## src/rtl/sreg_pkg.sv

```systemverilog
package sreg_pkg;
   localparam int FRAME_W = 16;
   localparam int REG_W   = 14;

   typedef enum logic [1:0] {
      GRP_NONE = 2'b00,
      GRP_TEST = 2'b01,
      GRP_CAL  = 2'b10,
      GRP_CTL  = 2'b11
   } grp_e;

   localparam logic [1:0] RD_ADC  = 2'b00;
   localparam logic [1:0] RD_TEST = 2'b01;
   localparam logic [1:0] RD_CAL  = 2'b10;
   localparam logic [1:0] RD_STAT = 2'b11;

   typedef struct packed {
      logic       single_ended;
      logic [2:0] channel;
      logic [1:0] power;
      logic [1:0] read_sel;
      logic       alt_iface;
      logic       soft_convert;
      logic       cal_system;
      logic [1:0] cal_sel;
      logic       cal_start;
   } ctl_t;
endpackage

```

## src/rtl/sreg_sync.sv

```systemverilog
module sreg_sync #(
   parameter int STAGES = 2,
   parameter bit INIT   = 1'b0
) (
   input  logic clk,
   input  logic rst_n,
   input  logic d,
   output logic q,
   output logic rise,
   output logic fall
);
   // pipe[STAGES] holds the previous synchronised level for edge detection
   logic [STAGES:0] pipe;

   always_ff @(posedge clk or negedge rst_n) begin
      if (!rst_n) pipe <= {(STAGES + 1){INIT}};
      else        pipe <= {pipe[STAGES-1:0], d};
   end

   assign q    = pipe[STAGES-1];
   assign rise =  pipe[STAGES-1] & ~pipe[STAGES];
   assign fall = ~pipe[STAGES-1] &  pipe[STAGES];
endmodule

```

## src/rtl/sreg_shifter.sv

```systemverilog
module sreg_shifter
   import sreg_pkg::*;
(
   input  logic               clk,
   input  logic               rst_n,
   input  logic               frame_start,
   input  logic               frame_active,
   input  logic               sclk_rise,
   input  logic               sclk_fall,
   input  logic               din_s,
   input  logic [FRAME_W-1:0] rd_word,
   output logic               dout,
   output logic               wr_stb,
   output logic [FRAME_W-1:0] wr_word
);
   localparam int CNT_W = $clog2(FRAME_W + 1);

   logic [CNT_W-1:0]   bit_cnt;
   logic [FRAME_W-1:0] rx_q, tx_q;
   logic               seen_rise;

   always_ff @(posedge clk or negedge rst_n) begin
      if (!rst_n) begin
         bit_cnt   <= '0;
         rx_q      <= '0;
         tx_q      <= '0;
         seen_rise <= 1'b0;
         wr_stb    <= 1'b0;
      end else begin
         wr_stb <= 1'b0;
         if (frame_start) begin
            bit_cnt   <= '0;
            tx_q      <= rd_word;
            seen_rise <= 1'b0;
         end else if (frame_active) begin
            if (sclk_rise && bit_cnt != CNT_W'(FRAME_W)) begin
               rx_q      <= {rx_q[FRAME_W-2:0], din_s};
               bit_cnt   <= bit_cnt + 1'b1;
               seen_rise <= 1'b1;
               if (bit_cnt == CNT_W'(FRAME_W - 1)) wr_stb <= 1'b1;
            end
            if (sclk_fall && seen_rise) tx_q <= {tx_q[FRAME_W-2:0], 1'b0};
         end
      end
   end

   assign wr_word = rx_q;
   assign dout    = frame_active & tx_q[FRAME_W-1];

   AST_BITCNT_MAX: assert property (@(posedge clk) disable iff (!rst_n)
      bit_cnt <= CNT_W'(FRAME_W));
   AST_STB_SINGLE: assert property (@(posedge clk) disable iff (!rst_n)
      wr_stb |=> !wr_stb);
endmodule

```

## src/rtl/sreg_regs.sv

```systemverilog
module sreg_regs
   import sreg_pkg::*;
#(
   parameter int DATA_W   = 12,
   parameter int CAL_REGS = 10
) (
   input  logic               clk,
   input  logic               rst_n,
   input  logic               wr_stb,
   input  logic [FRAME_W-1:0] wr_word,
   input  logic [DATA_W-1:0]  adc_data,
   input  logic [REG_W-1:0]   status_in,
   input  logic               conv_done,
   input  logic               cal_done,
   output ctl_t               ctl,
   output logic [FRAME_W-1:0] rd_word
);
   localparam int IDX_W = (CAL_REGS > 1) ? $clog2(CAL_REGS) : 1;
   localparam int PAD_W = FRAME_W - DATA_W;

   ctl_t             ctl_q;
   logic [REG_W-1:0] test_q;
   logic [IDX_W-1:0] cal_idx;
   logic [REG_W-1:0] cal_view [CAL_REGS];
   logic [REG_W-1:0] cal_rd;
   grp_e             grp;
   logic [REG_W-1:0] wdata;

   assign grp   = grp_e'(wr_word[FRAME_W-1 -: 2]);
   assign wdata = wr_word[REG_W-1:0];

   function automatic logic [IDX_W-1:0] idx_base(input logic [1:0] sel);
      return IDX_W'((int'(sel) * CAL_REGS) / 4);
   endfunction

   always_ff @(posedge clk or negedge rst_n) begin
      if (!rst_n) begin
         ctl_q   <= '0;
         test_q  <= '0;
         cal_idx <= '0;
      end else begin
         if (conv_done) ctl_q.soft_convert <= 1'b0;
         if (cal_done)  ctl_q.cal_start    <= 1'b0;
         if (wr_stb) begin
            if (grp == GRP_CTL) ctl_q <= ctl_t'(wdata);
            else                ctl_q.alt_iface <= 1'b0;
            if (grp == GRP_TEST) test_q <= wdata;
            if (grp == GRP_CTL && !wdata[0])
               cal_idx <= idx_base(wdata[2:1]);
            else if (grp == GRP_CAL || ctl_q.read_sel == RD_CAL)
               cal_idx <= (cal_idx == IDX_W'(CAL_REGS - 1)) ? '0 : cal_idx + 1'b1;
         end
      end
   end

   for (genvar i = 0; i < CAL_REGS; i++) begin : g_cal
      logic [REG_W-1:0] q;
      always_ff @(posedge clk or negedge rst_n) begin
         if (!rst_n) q <= '0;
         else if (wr_stb && grp == GRP_CAL && cal_idx == IDX_W'(i)) q <= wdata;
      end
      assign cal_view[i] = q;
   end

   always_comb begin
      cal_rd = '0;
      for (int i = 0; i < CAL_REGS; i++)
         if (cal_idx == IDX_W'(i)) cal_rd = cal_view[i];
   end

   always_comb begin
      unique case (ctl_q.read_sel)
         RD_ADC:  rd_word = {{PAD_W{1'b0}}, adc_data};
         RD_TEST: rd_word = {RD_TEST, test_q};
         RD_CAL:  rd_word = {RD_CAL, cal_rd};
         default: rd_word = {RD_STAT, status_in};
      endcase
   end

   assign ctl = ctl_q;

   AST_HOLD_IDLE: assert property (@(posedge clk) disable iff (!rst_n)
      !wr_stb && !conv_done && !cal_done |=> $stable(ctl_q));
   AST_NULL_GROUP: assert property (@(posedge clk) disable iff (!rst_n)
      wr_stb && wr_word[FRAME_W-1 -: 2] == 2'b00 |=> $stable(test_q));
   AST_IFACE_DROP: assert property (@(posedge clk) disable iff (!rst_n)
      wr_stb && wr_word[FRAME_W-1 -: 2] != 2'b11 |=> !ctl_q.alt_iface);
   AST_CONV_CLEAR: assert property (@(posedge clk) disable iff (!rst_n)
      conv_done && !wr_stb |=> !ctl_q.soft_convert);
   AST_CALDONE_CLEAR: assert property (@(posedge clk) disable iff (!rst_n)
      cal_done && !wr_stb |=> !ctl_q.cal_start);
   AST_IDX_RANGE: assert property (@(posedge clk) disable iff (!rst_n)
      cal_idx <= IDX_W'(CAL_REGS - 1));
endmodule

```

## src/rtl/sreg_port.sv

```systemverilog
module sreg_port
   import sreg_pkg::*;
#(
   parameter int DATA_W      = 12,
   parameter int CAL_REGS    = 10,
   parameter int SYNC_STAGES = 2
) (
   input  logic              clk,
   input  logic              rst_n,
   input  logic              sync_n,
   input  logic              sclk,
   input  logic              din,
   output logic              dout,
   output logic              dout_en,
   input  logic [DATA_W-1:0] adc_data,
   input  logic [13:0]       status_in,
   input  logic              conv_done,
   input  logic              cal_done,
   output logic              ctl_single_ended,
   output logic [2:0]        ctl_channel,
   output logic [1:0]        ctl_power,
   output logic [1:0]        ctl_read_sel,
   output logic              ctl_alt_iface,
   output logic              ctl_soft_convert,
   output logic              ctl_cal_system,
   output logic [1:0]        ctl_cal_sel,
   output logic              ctl_cal_start
);
   if (DATA_W < 1 || DATA_W > REG_W) begin : g_bad_data_w
      $error("sreg_port: DATA_W must lie in 1..14");
   end
   if (CAL_REGS < 4 || CAL_REGS > 64) begin : g_bad_cal_regs
      $error("sreg_port: CAL_REGS must lie in 4..64");
   end
   if (SYNC_STAGES < 2) begin : g_bad_stages
      $error("sreg_port: SYNC_STAGES must be at least 2");
   end

   logic sync_s, sync_rise_unused, frame_start;
   logic sclk_s_unused, sclk_rise, sclk_fall;
   logic din_s, din_rise_unused, din_fall_unused;
   logic frame_active, wr_stb;
   logic [FRAME_W-1:0] rd_word, wr_word;
   ctl_t ctl;

   sreg_sync #(.STAGES(SYNC_STAGES), .INIT(1'b1)) u_sync_fs (
      .clk(clk), .rst_n(rst_n), .d(sync_n),
      .q(sync_s), .rise(sync_rise_unused), .fall(frame_start));
   sreg_sync #(.STAGES(SYNC_STAGES), .INIT(1'b0)) u_sync_ck (
      .clk(clk), .rst_n(rst_n), .d(sclk),
      .q(sclk_s_unused), .rise(sclk_rise), .fall(sclk_fall));
   sreg_sync #(.STAGES(SYNC_STAGES), .INIT(1'b0)) u_sync_di (
      .clk(clk), .rst_n(rst_n), .d(din),
      .q(din_s), .rise(din_rise_unused), .fall(din_fall_unused));

   assign frame_active = ~sync_s;
   assign dout_en      = frame_active;

   sreg_shifter u_shift (
      .clk(clk), .rst_n(rst_n), .frame_start(frame_start),
      .frame_active(frame_active), .sclk_rise(sclk_rise), .sclk_fall(sclk_fall),
      .din_s(din_s), .rd_word(rd_word), .dout(dout),
      .wr_stb(wr_stb), .wr_word(wr_word));

   sreg_regs #(.DATA_W(DATA_W), .CAL_REGS(CAL_REGS)) u_regs (
      .clk(clk), .rst_n(rst_n), .wr_stb(wr_stb), .wr_word(wr_word),
      .adc_data(adc_data), .status_in(status_in),
      .conv_done(conv_done), .cal_done(cal_done),
      .ctl(ctl), .rd_word(rd_word));

   assign ctl_single_ended = ctl.single_ended;
   assign ctl_channel      = ctl.channel;
   assign ctl_power        = ctl.power;
   assign ctl_read_sel     = ctl.read_sel;
   assign ctl_alt_iface    = ctl.alt_iface;
   assign ctl_soft_convert = ctl.soft_convert;
   assign ctl_cal_system   = ctl.cal_system;
   assign ctl_cal_sel      = ctl.cal_sel;
   assign ctl_cal_start    = ctl.cal_start;

   AST_QUIET_IDLE: assert property (@(posedge clk) disable iff (!rst_n)
      !dout_en |-> !dout);
endmodule

```

## config.mk

```make
export PLATFORM = sky130hd
export DESIGN_NAME = sreg_port
export DESIGN_NICKNAME = d
export VERILOG_FILES = /design/src/rtl/sreg_pkg.sv /design/src/rtl/sreg_sync.sv /design/src/rtl/sreg_shifter.sv /design/src/rtl/sreg_regs.sv /design/src/rtl/sreg_port.sv
export SDC_FILE = /design/constraint.sdc
export NUM_CORES = 1
export LEC_CHECK = 0
export BUFFER_PORTS_ARGS = -buffer_cell sky130_fd_sc_hd__buf_2
export CAP_MARGIN = 30
export CORE_ASPECT_RATIO = 0.75
export CORE_MARGIN = 2
export CORE_UTILIZATION = 50
export CTS_CLUSTER_SIZE = 24
export DETAILED_ROUTE_END_ITERATION = 8
export PLACE_DENSITY_LB_ADDON = 0.3
export REMOVE_ABC_BUFFERS = 1
export SLEW_MARGIN = 15
export SYNTH_ARGS = -nofsm -noshare
export SYNTH_HDL_FRONTEND = slang
export SYNTH_SLANG_ARGS = --single-unit
```

## constraint.sdc

```tcl
create_clock -name clk -period 5.2 [get_ports clk]
set_clock_uncertainty 0.05 [all_clocks]
set_input_delay 0.52 -clock clk [delete_from_list [all_inputs] [get_ports clk]]
set_output_delay 0.52 -clock clk [all_outputs]
set_load 0.005 [all_outputs]
```

[Word level (Yosys, flattened, before mapping)]
Index checks and enable logic that the tools add are counted.
Cells by class
  $add $sub $neg: 3
  multipliers: 1
  eq/ne operators: 17
  multiplexer cells: 32
  bitwise gates (word level): 9
  reduce and logical (&&, ||, !) cells: 27
Operator list (number)
  $mux 14: 10
  $mux 16: 3
  $pmux 16 s3: 1
  $mux 5: 5
  $eq 4x3->1 const B: 4
  $logic_and 1x1->1: 14
  $mux 4: 3
  $mux 1: 10
  $reduce_and 2->1: 5
  $eq 4x2->1 const B: 2
  $eq 4x4->1 const B: 2
  $eq 2x2->1 const B: 3
  $reduce_bool 2->1: 3
  $add 5x1->5 const B: 1
  $eq 5x4->1 const B: 1
  $mul 2x3->5 const B: 1
  $ne 5x5->1 const B: 1
  $add 4x1->4: 1
  $add 4x1->4 const B: 1
  $and 1x1->1: 4
  $eq 2x1->1 const B: 2
  $eq 4x1->1 const B: 1
  $logic_not 4->1: 1
  $not 1->1: 4
  other kinds (6): 6
Storage, ports and cells
  register bits: 219
  bits of input ports: 33
  logic and storage cells: 118

[Depth between registers and ports, before layout]
  word-level depth: 13
  depth in mapped cells: 9
  mapped depth without buffers: 7

[By module]
A second synthesis with hierarchy kept.
Unflattened totals
  cells, all modules: 856
  area total of the unflattened synthesis: 10461.3 µm²
Modules (own cells, without submodules)
  sreg_regs: times used 1, cells an instance 701, area each 8519.4 µm²
  sreg_shifter: times used 1, cells an instance 139, area each 1664.1 µm²
  sreg_sync at u_sync_ck ...: times used 2, cells an instance 5, area each 90.1 µm²
  sreg_sync at u_sync_fs: times used 1, cells an instance 5, area each 93.8 µm²
  sreg_port: times used 1, cells an instance 1, area each 3.8 µm²

[Worst setup path after synthesis]
No wires, ideal clock.
  kind: register to register
  from: reg u_regs.cal_idx[0]
  to: reg u_regs.g_cal[8].q[10]
  data arrival time: 1.768 ns
  setup slack: 3.257 ns
  cell stages (with the launch flop): 7
  path buffers: 3
  path through: dfrtp_1 -> buf_6 -> or4b_4 -> or2_1 -> buf_6 -> buf_8 -> mux2_4
Between the ends
  longest elaborated chain between the ends: 2
RTL lines
  start: declaration: line sreg_regs.sv:23  | logic [IDX_W-1:0] cal_idx;
  start signal: assignment: line sreg_regs.sv:49  | cal_idx <= idx_base(wdata[2:1]);
  start signal: assignment: line sreg_regs.sv:51  | cal_idx <= (cal_idx == IDX_W'(CAL_REGS - 1)) ? '0 : cal_idx + 1'b1;
  $eq 4x4->1: line sreg_regs.sv:60  | else if (wr_stb && grp == GRP_CAL && cal_idx == IDX_W'(i)) q <= wdata;
  $logic_and 1x1->1: line sreg_regs.sv:60
  end signal: assignment: line sreg_regs.sv:60
  end: declaration: line sreg_regs.sv:57  | logic [REG_W-1:0] q;
No other way between the ends.
A chain may end at the register's enable or synchronous reset.

[Worst setup path in the final report]
  from: reg u_regs.cal_idx[1]
  to: reg u_regs.g_cal[2].q[13]
Between the ends
  longest elaborated chain between the ends: 2
RTL lines (line)
  $eq 4x2->1: sreg_regs.sv:60
  $logic_and 1x1->1: sreg_regs.sv:60
  end signal: assignment: sreg_regs.sv:60
  end: declaration: sreg_regs.sv:57
No other way between the ends.

==> qor.txt <==
Final period utilization: 56.2%
Worst Max-Slew Pin Slew: 0.960 ns
Post-CTS sizing: 0
Syn avg cell area: 11.8 µm²
Core ar.: 0.0202 mm²
Part of the Yosys area used for sequential elements: 53.2%
Worst setup EP type: flop
Final wirelength: 26100 µm
Ports: 49
Global-route wire length before repair: 41100 µm
Final net count: 932
Post-synth top flop: dfrtp_1
Max capacitance violation total: 0
Initial core utilization: 51.0%
Die area: 0.0218 mm²
Final setup violation count: 0
Final Critical Period: 2.92 ns
Worst Path Arrival: 3.26 ns
Vias in the first global route: 7062
Initial antenna violation count: 0
Wire per inst: 22.3 µm
Crit-path max FO: 30
WHS: 0.0551 ns
Lkg Pwr: 5.41 nW
Mapped Cells: 872
Sink Count: 219
Power per cell area: 314 mW/mm²
Status: complete, no violations
FMAX: 0.342 GHz
Clk_lat worst skew: 0.51 ns
Max H-tree Level: 1
Clock-pin slew on the worst setup and hold paths: 0.06 ns
Pins over their slew limit: 0
Crit path kind: flop to flop
Largest net degree at the start of global routing: 128
Remaining antenna violation count: 0
GRT Overall Usage: 24.6%
Grt total ovfl: 0
Pre-CTS WS: 2.08 ns
Cts bufs inserted: 22
Row count: 45
Die Span X: 170 µm
Netlist Area Pre-Place: 0.0103 mm²
Clock tree buffer depth: 3
Final TNS setup: 0 ns
RSZ-0062 raised after global routing: no
Post-synthesis register bit count: 219
Final core area utilization: 56.8%
Reg2reg path depth: 6
Hold buffers post-CTS: 0
CP required: 5.53 ns
Fin. Hold Viols: 0
Synth unique cells: 65
DRC: 0
1st-pass router iterations: 5
TritonCTS clock tree: done
Share of post-route cells with drive strength above 1: 33.6%
DIE HEIGHT: 128 µm
Setup bufs post-CTS: 0
Vias/cell: 6.18
Hold depth: 1
Layout area overhead: 11.5%
Asr flop ratio synth: 100%
CTS root buf: clkbuf_16
Critical path startpoint category: flop
Post-synth EDFFs: 0
Hold crit path type: primary input to flop
Slew headroom: 35.9%
GPL Wtd Cong: 0.881
Setup WS post-layout: 2.28 ns
Worst VDD drop: 0.000227 V
IO buf count: 48
Detailed placement HPWL: 17200 µm
Ant. Diodes: 0
Via count: 7214
YS warnings: 0
Commonest non-fill, non-tap cell in the layout: dfrtp_1
Highest-count cells in the layout ignoring fill and taps: dfrtp_1 (215), mux2_2 (182), nand2_1 (63), o21ai_0 (57), buf_2 (47)
Initial drt markers: 700
worst max-delay path, cell delays in order (launching register included):
cell and delay (ns):
dfrtp_1 0.61, buf_4 0.43, inv_1 0.37, nor2_1 0.27, nand4_1 0.46, buf_6 0.33, mux2_2 0.27
layer usage:
| layer | up-vias | global-route usage [%] | wire length [µm] |
|---|---|---|---|
| met4 | 0 | 7.19 | 741 |
| met2 | 238 | 36.2 | 11300 |
| li1 | 3221 | - | - |
| met3 | 60 | 3.24 | 1360 |
| met1 | 3695 | 38.3 | 12700 |
| met5 | - | 0 | 0 |
synthesized netlist by cell type, types with 4 or more instances:
master       n  share of area (%)
a21oi_1     36                1.7
o21ai_0     57                2.8
mux2i_1     15                1.5
mux2_4       4               0.58
nor2b_1     15               0.91
a221oi_1    15                1.3
nand3b_1     5               0.36
a31oi_1      7               0.42
buf_2       22                1.1
o211ai_1     4               0.29
nand3_1     10               0.49
nor2_1      45                1.6
nand2_1     63                2.3
o221ai_1    11               0.94
mux2_2     182                 20
nand2b_1     7               0.42
nor3_1       7               0.34
o22ai_1     14               0.85
dfrtp_1    216                 52
clkbuf_1    38                1.4
inv_1       14               0.51
o2111ai_1   12                1.0
cell type report:
cell class	count	area, µm²
clock buffer	32	669
timing repair buffer	68	408
tap	258	323
clock inverter	6	83.8
fill	1678	8730
multi-input combinational	571	4460
sequential	219	5490
inverter	14	52.6
flip-flops by register name, indices dropped and copies added (netlist names):
name               flops
u_regs.cal_idx         4
u_regs.ctl            14
u_regs.g_cal.q       140
u_regs.test_q         14
u_shift.bit_cnt        5
u_shift.seen_rise      1
u_shift.tx_q          16
u_shift.wr_stb         1
u_shift.wr_word       16
u_sync_ck.pipe         3
u_sync_di.pipe         2
u_sync_fs.pipe         3
through the flow:
step                      instances  total power, W  instance area (µm²)
after floorplan                 804         0.00187                 9990
after global placement         1125         0.00199                10700
after detailed placement       1126         0.00199                10700
after CTS                      1164         0.00363                11400
after global routing           1168         0.00372                11500
final                          1168         0.00361                11500
report_power, final:
part / internal [W] / leakage [nW] / switching (W)
Combinational: 0.0000523 / 2.04 / 0.0000798
Clock: 0.000990 / 0.374 / 0.000662
Sequential: 0.00174 / 2.99 / 0.0000840
Total: 0.00278 / 5.41 / 0.000826
path summary, 6_finish.rpt:
check,end,from,slack [ns]
worst min-delay path,u_sync_fs.pipe[0],sync_n,0.06
max in group asynchronous,u_regs.g_cal[8].q[7],rst_n,3.75
min in group asynchronous,u_regs.ctl[12],rst_n,0.07
worst max-delay path,u_regs.g_cal[2].q[13],u_regs.cal_idx[1],2.28
worst min register to register,u_sync_ck.pipe[1],u_sync_ck.pipe[0],0.30
worst max register to register,u_regs.g_cal[2].q[13],u_regs.cal_idx[1],2.28
logic make-up after synthesis:
logic type	synth area share, %
AND/OR/NAND/NOR	8.44
flip-flops	53.2
multiplexers	22.4
AO/OA/AOI/OAI	11.9
buffers and inverters	3.58
XOR/XNOR	0.0850
adder cells (fa/ha/maj)	0.364
(Power assumes the default switching activity.)
